File: src/rtl/ext_irq_pkg.sv
package ext_irq_pkg;

    localparam int unsigned DATA_W      = 32;
    localparam int unsigned STRIDE_LOG2 = 5;   // 0x20 bytes per bank

    typedef enum logic [2:0] {
        SEL_IMASK  = 3'd0,
        SEL_EMASK  = 3'd1,
        SEL_RISE   = 3'd2,
        SEL_FALL   = 3'd3,
        SEL_SWTRIG = 3'd4,
        SEL_PEND   = 3'd5,
        SEL_NONE   = 3'd7
    } reg_sel_e;

    typedef struct packed {
        logic [DATA_W-1:0] rdata;
    } port_state_t;

endpackage

File: src/rtl/ext_irq_decode.sv
module ext_irq_decode
    import ext_irq_pkg::*;
#(
    parameter int unsigned ADDR_W    = 8,
    parameter int unsigned NUM_BANKS = 2,
    localparam int unsigned BANK_W   = (NUM_BANKS > 1) ? $clog2(NUM_BANKS) : 1
) (
    input  logic [ADDR_W-1:0] addr_i,
    output logic              hit_o,
    output logic [BANK_W-1:0] bank_o,
    output reg_sel_e          sel_o
);

    localparam logic [ADDR_W-1:0] SPAN = ADDR_W'(NUM_BANKS << STRIDE_LOG2);

    always_comb begin
        hit_o  = (addr_i[1:0] == 2'b00) && (addr_i < SPAN) && (addr_i[4:2] <= 3'd5);
        bank_o = BANK_W'(addr_i >> STRIDE_LOG2);
        sel_o  = hit_o ? reg_sel_e'(addr_i[4:2]) : SEL_NONE;
    end

endmodule

File: src/rtl/ext_irq_bank.sv
module ext_irq_bank
    import ext_irq_pkg::*;
#(
    parameter int unsigned       WIDTH  = 32,
    parameter logic [WIDTH-1:0]  DIRECT = '0
) (
    input  logic              clk_i,
    input  logic              rst_ni,
    input  logic [WIDTH-1:0]  line_i,
    input  logic              wr_en_i,
    input  reg_sel_e          sel_i,
    input  logic [WIDTH-1:0]  wdata_i,
    output logic [DATA_W-1:0] rdata_o,
    output logic [WIDTH-1:0]  pulse_o
);

    localparam logic [WIDTH-1:0] CFG = ~DIRECT;

    typedef struct packed {
        logic [WIDTH-1:0] imask;
        logic [WIDTH-1:0] emask;
        logic [WIDTH-1:0] rise;
        logic [WIDTH-1:0] fall;
        logic [WIDTH-1:0] swtrig;
        logic [WIDTH-1:0] pend;
        logic [WIDTH-1:0] level;
        logic [WIDTH-1:0] pulse;
    } bank_state_t;

    localparam bank_state_t RESET_VAL = '{imask: DIRECT, default: '0};

    bank_state_t      state_d, state_q;
    logic [WIDTH-1:0] edge_hit;
    logic [WIDTH-1:0] sw_hit;
    logic [WIDTH-1:0] clr_bits;

    always_comb begin
        state_d  = state_q;
        sw_hit   = '0;
        clr_bits = '0;
        // qualified hardware edge against the stored previous level
        edge_hit = (line_i ^ state_q.level) & state_q.imask
                 & ((line_i & state_q.rise) | (~line_i & state_q.fall));
        state_d.level = line_i;

        if (wr_en_i) begin
            unique case (sel_i)
                SEL_IMASK: state_d.imask = wdata_i;
                SEL_EMASK: state_d.emask = wdata_i;
                SEL_RISE:  state_d.rise  = wdata_i & CFG;
                SEL_FALL:  state_d.fall  = wdata_i & CFG;
                SEL_SWTRIG: begin
                    sw_hit = (wdata_i & CFG) & ~state_q.swtrig & state_q.imask & ~state_q.pend;
                    state_d.swtrig = wdata_i & CFG;
                end
                SEL_PEND: begin
                    clr_bits = state_q.pend & wdata_i & CFG;
                    state_d.swtrig = state_q.swtrig & ~clr_bits;
                end
                default: ;
            endcase
        end

        // a fresh edge outranks a same-cycle clear
        state_d.pend  = (state_q.pend & ~clr_bits) | sw_hit | edge_hit;
        state_d.pulse = sw_hit | edge_hit;
    end

    always_ff @(posedge clk_i or negedge rst_ni) begin
        if (!rst_ni) state_q <= RESET_VAL;
        else         state_q <= state_d;
    end

    always_comb begin
        unique case (sel_i)
            SEL_IMASK:  rdata_o = DATA_W'(state_q.imask);
            SEL_EMASK:  rdata_o = DATA_W'(state_q.emask);
            SEL_RISE:   rdata_o = DATA_W'(state_q.rise);
            SEL_FALL:   rdata_o = DATA_W'(state_q.fall);
            SEL_SWTRIG: rdata_o = DATA_W'(state_q.swtrig);
            SEL_PEND:   rdata_o = DATA_W'(state_q.pend);
            default:    rdata_o = '0;
        endcase
    end

    assign pulse_o = state_q.pulse;

endmodule

File: src/rtl/edge_irq_ctrl.sv
module edge_irq_ctrl
    import ext_irq_pkg::*;
#(
    parameter int unsigned BANK0_LINES = 32,
    parameter int unsigned BANK1_LINES = 8,
    parameter logic [31:0] DIRECT0     = 32'hFF82_0000,
    parameter logic [31:0] DIRECT1     = 32'h0000_0087,
    parameter int unsigned ADDR_W      = 8,
    localparam int unsigned NUM_LINES  = BANK0_LINES + BANK1_LINES
) (
    input  logic                 clk_i,
    input  logic                 rst_ni,
    input  logic [NUM_LINES-1:0] line_i,
    input  logic                 reg_valid_i,
    input  logic                 reg_write_i,
    input  logic [ADDR_W-1:0]    reg_addr_i,
    input  logic [31:0]          reg_wdata_i,
    output logic [31:0]          reg_rdata_o,
    output logic [NUM_LINES-1:0] irq_pulse_o
);

    localparam int unsigned NUM_BANKS = 2;
    localparam int unsigned BANK_W    = 1;
    localparam logic [NUM_LINES-1:0] DIRECT_LINES =
        {DIRECT1[BANK1_LINES-1:0], DIRECT0[BANK0_LINES-1:0]};

    logic              acc_hit;
    logic [BANK_W-1:0] acc_bank;
    reg_sel_e          acc_sel;
    logic [31:0]       bank_rdata [NUM_BANKS];
    port_state_t       port_d, port_q;

    ext_irq_decode #(
        .ADDR_W    (ADDR_W),
        .NUM_BANKS (NUM_BANKS)
    ) u_decode (
        .addr_i (reg_addr_i),
        .hit_o  (acc_hit),
        .bank_o (acc_bank),
        .sel_o  (acc_sel)
    );

    for (genvar b = 0; b < NUM_BANKS; b++) begin : g_bank
        localparam int unsigned W    = (b == 0) ? BANK0_LINES : BANK1_LINES;
        localparam int unsigned BASE = (b == 0) ? 0 : BANK0_LINES;
        localparam logic [31:0] DM   = (b == 0) ? DIRECT0 : DIRECT1;

        logic         wr_en;
        logic [W-1:0] pulse;

        assign wr_en = reg_valid_i & reg_write_i & acc_hit & (acc_bank == BANK_W'(b));

        ext_irq_bank #(
            .WIDTH  (W),
            .DIRECT (DM[W-1:0])
        ) u_bank (
            .clk_i   (clk_i),
            .rst_ni  (rst_ni),
            .line_i  (line_i[BASE +: W]),
            .wr_en_i (wr_en),
            .sel_i   (acc_sel),
            .wdata_i (reg_wdata_i[W-1:0]),
            .rdata_o (bank_rdata[b]),
            .pulse_o (pulse)
        );

        assign irq_pulse_o[BASE +: W] = pulse;
    end

    always_comb begin
        port_d = port_q;
        if (reg_valid_i && !reg_write_i) begin
            port_d.rdata = acc_hit ? bank_rdata[acc_bank] : '0;
        end
    end

    always_ff @(posedge clk_i or negedge rst_ni) begin
        if (!rst_ni) port_q <= '0;
        else         port_q <= port_d;
    end

    assign reg_rdata_o = port_q.rdata;

endmodule

File: config.mk
export PLATFORM = sky130hd
export DESIGN_NAME = edge_irq_ctrl
export DESIGN_NICKNAME = d
export VERILOG_FILES = /design/src/rtl/ext_irq_pkg.sv /design/src/rtl/ext_irq_decode.sv /design/src/rtl/ext_irq_bank.sv /design/src/rtl/edge_irq_ctrl.sv
export SDC_FILE = /design/constraint.sdc
export NUM_CORES = 1
export LEC_CHECK = 0
export BUFFER_PORTS_ARGS = -buffer_cell sky130_fd_sc_hd__buf_2
export CAP_MARGIN = 25
export CORE_ASPECT_RATIO = 0.8
export CORE_MARGIN = 10
export CORE_UTILIZATION = 60
export CTS_BUF_LIST = sky130_fd_sc_hd__clkbuf_4 sky130_fd_sc_hd__clkbuf_8
export CTS_CLUSTER_SIZE = 20
export DETAILED_ROUTE_END_ITERATION = 16
export PLACE_DENSITY = 0.87
export SYNTH_ARGS = -nofsm -noshare
export SYNTH_HDL_FRONTEND = slang
export SYNTH_SLANG_ARGS = --single-unit
File: constraint.sdc
create_clock -name clk_i -period 2.1 [get_ports clk_i]
set_clock_uncertainty 0.05 [all_clocks]
set_input_delay 0.21 -clock clk_i [delete_from_list [all_inputs] [get_ports clk_i]]
set_output_delay 0.21 -clock clk_i [all_outputs]
set_load 0.005 [all_outputs]
==> summary.txt, run 1 <==
Critical path
  – Worst Path Arrival: between 2 and 2.5 ns
  – Critical Path End Type: register
  – Kind of critical path: register to register
  – Crit-path slowest cell: mux4_2
  – Crit-path cells: mux4_2 -> a221oi_1 -> o21ai_0 -> a21boi_0
  – R2R depth: 4
  – Max incr delay on CP: between 0.5 and 0.6 ns
  – Worst Path Max Fanout: 4
  – Startpoint Class: register
  – Worst reg2reg setup slack: between 0.3 and 0.4 ns
  – Req. time, crit path: around 2.5 ns

Min path
  – Worst min path class: primary input to register
  – Hold depth: 3

Drt
  – Vias per cell: about 6.1
  – Initial DRC Count: between 1,000 and 1,500
  – Vias: between 9,000 and 10,000
  – ANT nets after route: 0
  – WL final: 34,360 um
  – DRC Markers: 0
  – Drt wl/cell: roughly 22 um
  – Drt first pass iters: 7

Floorplanning
  – Die footprint: 27,120 sq um
  – Die X: approximately 180 um
  – Starting Density: between 60 and 70%
  – Core Rows: 47
  – Number of I/O pins: 156
  – Core footprint: just over 20,000 sq um
  – Die Span Y: ~150 um

Power
  – Pwr per Cell Area: a little over 700 nW/um^2
  – Total power draw: about 0.011 W
  – Leak pwr: approximately 7.4 nW
  – Max IR drop VDD: approximately 620 uV

Clock network
  – H-tree levels: 2
  – Postcts setup bufs: 0
  – Total CTS buffers: between 40 and 50
  – TritonCTS clock tree: done
  – Clk slew on worst S/H paths: roughly 0.060 ns
  – Clk buf depth: 3
  – Num Clock Sinks: 268
  – Worst-Skew Late Latency: 0.55 ns
  – Clk root buf: clkbuf_8

Placement
  – DP Wirelength: around 22,000 um
  – GPL Wtd Cong: a little under 0.9
  – Buffers on Ports: about 130
  – Place WS: -0.1048 ns
  – Placed Area: about 14,000 sq um

Yosys
  – Seq/Total Area, Yosys: 53.62%
  – Ys flop type: dfrtp_1
  – Most common cell in the netlist: dfrtp_1
  – EDFF count, synth: 0
  – Yosys top cell area share: 50.69%
  – Synth area leader: dfrtp_1
  – Async SR Flop Fraction: 100.0%
  – Synth warn: 0
  – Post-synth top cells: 254 x dfrtp_1, 144 x nand2_1, 117 x mux2_2
  – Syn Inst Count: ~1,100
  – Synthesized area: between 10,000 and 15,000 sq um
  – Cell variety after synth: 54
  – Synth area leaders: dfrtp_1 51%, mux2_2 11%, mux2i_1 5.1%
  – Seq cells post-synth: 268
  – Post-Syn Area per Cell: around 12 sq um

Global routing
  – Largest net degree at the start of global routing: 58
  – Vias in the first global route: 10,442
  – Overflow after GRT: 0
  – Initial antenna violation count: 1
  – GRT Total Usage: about a quarter
  – First-pass GRT wire length: ~56,000 um

Timing
  – Fmax: 569.2 MHz
  – Slew of the pin with the lowest slew margin: ~0.5 ns
  – Slew HR: between 60% and 70%
  – Final max-slew violation count: 0
  – RSZ-0062 raised after global routing: false
  – Final worst-path cycle share: between 80% and 90%
  – Fin worst setup slack: between 0.3 and 0.4 ns
  – Final setup fails: 0
  – Min cycle time layout: between 1.5 and 2 ns
  – Final Hold Viols: 0
  – WHS: 0.03460 ns

Finish
  – Multi-input logic area: between 5000 and 6000 sq um
  – Fillers: ~1,300
  – Share of layout cells above drive strength 1: around a third
  – Final nets: between 1,000 and 1,500
  – Register area: between 6000 and 7000 sq um
  – Layout area overhead: 20.76%
  – Fin area: 15,140 sq um

Status
  – Status: completed

Job
  – Max Cap Viol: 0
==> stage by stage <==
stage | TNS, ns | utilization, % | std cells
final | 0 | 73.36 | 1581
after global routing | 0 | 73.35 | 1580
after CTS | 0 | 73.35 | 1580
after detailed placement | -1.415 | 66.18 | 1449
after global placement | -4.088 | 66.18 | 1449
after floorplan | 0 | - | 1098
==> sequential cells by signal (all words and copies together), names as in the netlist <==
register,count
g_bank.u_bank.pulse_o,26
g_bank.u_bank.state_q,210
reg_rdata_o,32
==> cell usage in the layout (no fill, tap or decap), types with 14 or more instances in the layout <==
master           n
a21o_1          23
a21oi_1         23
a22o_1          23
buf_12          16
buf_2          125
buf_4           45
clkbuf_8        54
conb_1          14
dfrtp_1        254
dfstp_2         14
dlygate4sd3_1   58
mux2_2         117
mux2i_1         64
nand2_1        144
nand3b_1        32
nor2_1          34
o21ai_0         79
o22ai_1         18
==> repair_timing <==
item,CTS,global route
endpoints found under the hold margin,385,0
resized for setup,0,0
hold buffers,58,0
==> path summary, 6_finish.rpt <==
kind	startpoint	end
worst max register to register	g_bank[1].u_bank.state_q[20]	reg_rdata_o[4]
worst min-delay path	reg_wdata_i[3]	g_bank[0].u_bank.state_q[67]
max in group asynchronous	rst_ni	g_bank[0].u_bank.state_q[48]
worst min register to register	reg_rdata_o[10]	reg_rdata_o[10]
worst max-delay path	g_bank[1].u_bank.state_q[20]	reg_rdata_o[4]
min in group asynchronous	rst_ni	g_bank[0].u_bank.pulse_o[2]
==> logic make-up after synthesis <==
| group | count (synthesis) | share of synthesized area (%) |
|---|---|---|
| AOI/OAI and AO/OA | 214 | 11.26 |
| buffers and inverters | 118 | 5.248 |
| DFF | 268 | 53.62 |
| muxes | 205 | 18.58 |
| other | 1 | 0.02991 |
| and+or+nand+nor | 279 | 11.27 |
==> worst max-delay path, delay by kind of cell, from the launching register on <==
family,cells,cell delay (ns)
multiplexers,1,0.51
AO/OA/AOI/OAI,3,0.66
flip-flops,1,0.41
==> power breakdown <==
group / switching (W) / internal [W]
clock: 0.00204 / 0.00264
combinational: 0.000489 / 0.000364
sequential: 0.000103 / 0.00531
==> metal layers <==
metal / wire length, um / share of wire (%) / global-route usage, % / vias up
met5: 0 / 0 / 0 / -
met4: 1159 / 3.4 / 10.31 / 0
met3: 3369 / 9.8 / 6.862 / 113
met2: 16160 / 47 / 40.31 / 534
met1: 13670 / 40 / 32.06 / 4737
li1: - / - / - / 4266
==> area by class of cell <==
type / instances / area share, %
Antenna cell: 1 / 0.01652
Clock buffer: 66 / 5.503
Clock inverter: 7 / 0.4462
Inverter: 13 / 0.3222
Multi-Input combinational cell: 712 / 34.68
Sequential cell: 268 / 44.40
Tap cell: 269 / 2.223
Timing Repair Buffer: 245 / 12.41
No activity file was read; power rests on OpenSTA's default activity.
==> run 2, diff against run 1 <==
==> constraint.sdc (replaced) <==
create_clock -name clk_i -period 1.64 [get_ports clk_i]
set_clock_uncertainty 0.05 [all_clocks]
set_input_delay 0.164 -clock clk_i [delete_from_list [all_inputs] [get_ports clk_i]]
set_output_delay 0.164 -clock clk_i [all_outputs]
set_load 0.005 [all_outputs]
==> run 2 against run 1 <==
Maximum frequency grew 8.4%. Register-to-register slack lost 0.32 ns. Final cell count grew 2.6%. Via count grew 3.7%. Setup slack lost 0.32 ns. Critical endpoint unchanged. Global-route usage grew 0.67 points. Highest routed layer unchanged. Sequential share of layout area shrank 1.1 points. Critical path type unchanged. Non-clock buffer count grew 46. Routed wire length grew 3.4%. Core utilization grew 1.9 points. Clock power grew 18%.
==> summary.txt, run 2 (synthesis results as in run 1) <==
Drt
  – Initial DRC Count: 1,086
  – WL final: between 30,000 and 40,000 um
  – ANT nets after route: 0
  – DRC Markers: 0
  – Drt wl/cell: 21.90 um
  – Drt first pass iters: 8
  – Vias per cell: 6.171
  – Vias: 10,009

Timing
  – Min cycle time layout: 1.620 ns
  – RSZ-0062 raised after global routing: true
  – Fmax: roughly 600 MHz
  – Final setup fails: 0
  – Final max-slew violation count: 0
  – Slew of the pin with the lowest slew margin: 0.5871 ns
  – Final Hold Viols: 0
  – Final worst-path cycle share: between 90% and 100%
  – Fin Setup TNS: 0 ns
  – Slew HR: roughly three fifths

Power
  – Pint: 0.01034 W
  – Max IR drop VDD: between 700 and 800 uV
  – Pwr per Cell Area: 880.5 nW/um^2
  – Leak pwr: between 7 and 8 nW
  – Net Switching: approximately 0.0033 W
  – Comb pwr share: 9.0%
  – Part of the power in registers: between 50% and 60%
  – Total power draw: between 0.01 and 0.015 W
  – Clock Power Share: between 40% and 50%
  – Sw frac: 24.44%

Critical path
  – Kind of critical path: register to register
  – Startpoint Class: register
  – Req. time, crit path: around 2 ns
  – Crit-path slowest cell: mux4_2
  – Worst Path Arrival: roughly 2 ns
  – Origin of the critical flop-to-flop path: g_bank[1].u_bank.state_q[28]
  – Worst Path Max Fanout: 3
  – Max incr delay on CP: about 0.51 ns
  – Critical Path End Type: register
  – Crit-path cells: mux4_2 -> a221oi_2 -> o21ai_1 -> a21boi_0
  – Crit path from: g_bank[1].u_bank.state_q[28]

Clock network
  – Worst-Skew Late Latency: 0.55 ns
  – Clk root buf: clkbuf_8
  – Postcts setup bufs: 0
  – Total CTS buffers: slightly above 40
  – H-tree levels: 2
  – Clk buf depth: 3
  – TritonCTS clock tree: done
  – Num Clock Sinks: approximately 270
  – Clk slew on worst S/H paths: about 0.06 ns

Placement
  – Buffers on Ports: 127
  – GPL Wtd Cong: 0.9138
  – DP Wirelength: 23,300 um

Finish
  – Final nets: approximately 1,400
  – Layout area overhead: 23.90%
  – Commonest non-fill, non-tap cells in the layout: 254 x dfrtp_1, 144 x nand2_1, 125 x buf_2
  – Multi-input logic area: 5333 sq um
  – Biggest register: g_bank.u_bank.state_q
  – Max reg flops: 210
  – # diodes: 0
  – Register area: about 6700 sq um
  – Commonest non-fill, non-tap cell in the layout: dfrtp_1
  – Share of layout cells above drive strength 1: 34.52%
  – Fillers: about 1,300

Floorplanning
  – Core Rows: 47
  – Die X: ~180 um
  – Die footprint: approximately 27,000 sq um
  – Number of I/O pins: 156
  – Core footprint: between 20,000 and 25,000 sq um
  – Starting Density: between 60 and 70%
  – Die Span Y: around 150 um

Global routing
  – Overflow after GRT: 0
  – Initial antenna violation count: 0
  – Largest net degree at the start of global routing: 57
  – GRT Total Usage: 25.90%
  – First-pass GRT wire length: 57,190 um
  – Vias in the first global route: 10,624

Job
  – Max Cap Viol: 0

Min path
  – Worst min path class: primary input to asynchronous set/reset pin

Status
  – Status: completed
run 2: final cells by class:
class,instances,share of cell area [%]
Clock buffer,64,4.985
Clock inverter,5,0.1933
Inverter,13,0.3141
Multi-Input combinational cell,712,34.32
Sequential cell,268,43.28
Tap cell,269,2.166
Timing Repair Buffer,291,14.74
run 2: worst paths after layout:
kind	endpoint	slack, ns	cells after the start
worst min-delay path	g_bank[0].u_bank.state_q[221]	0.08	2
worst max-delay path	reg_rdata_o[4]	0.02	4
worst max register to register	reg_rdata_o[4]	0.02	4
min in group clk_i	reg_rdata_o[4]	0.09	5
worst min register to register	reg_rdata_o[21]	0.43	2
max in group asynchronous	g_bank[1].u_bank.state_q[63]	0.76	3
run 2: power groups by stage:
stage	clock network [W]	logic, W	registers, W
floorplan	0	0.000518	0.00700
global placement	0	0.00104	0.00702
detailed placement	0	0.00108	0.00703
CTS	0.00557	0.00120	0.00692
global route	0.00589	0.00132	0.00695
finish	0.00552	0.00123	0.00693
run 2: what timing repair did:
| item | CTS | global route |
|---|---|---|
| gates resized for setup | 0 | 5 |
| hold buffers | 59 | 0 |
| endpoints found under the hold margin | 442 | 0 |
| setup endpoints to repair | 0 | 4 |
run 2: through the flow:
step	instance area, sq um	hold slack (ns)	setup WS [ns]	utilization, %	cells
6_report	15540	0.08053	0.01976	75.27	1622
5_1_grt	15540	0.1089	-0.01787	75.27	1622
4_1_cts	15510	0.04822	0.01095	75.16	1622
3_5_place_dp	14120	0.07217	-0.4258	68.40	1494
3_3_place_gp	14120	0.06220	-0.3801	68.40	1494
2_1_floorplan	12730	-0.1816	-0.2855	-	1098
run 2: routing by layer:
metal	global-route usage, %	part of all wire (%)	vias up
met5	0	0	-
met4	11.21	3.5	0
met3	6.111	8.8	120
met2	42.32	48	540
met1	32.50	39	4984
li1	-	-	4365
run 2: critical path, delay by kind of cell (launching register included):
family         cells  cell delay [ns]
flip-flops         1             0.42
AO/OA/AOI/OAI      3             0.51
multiplexers       1             0.51
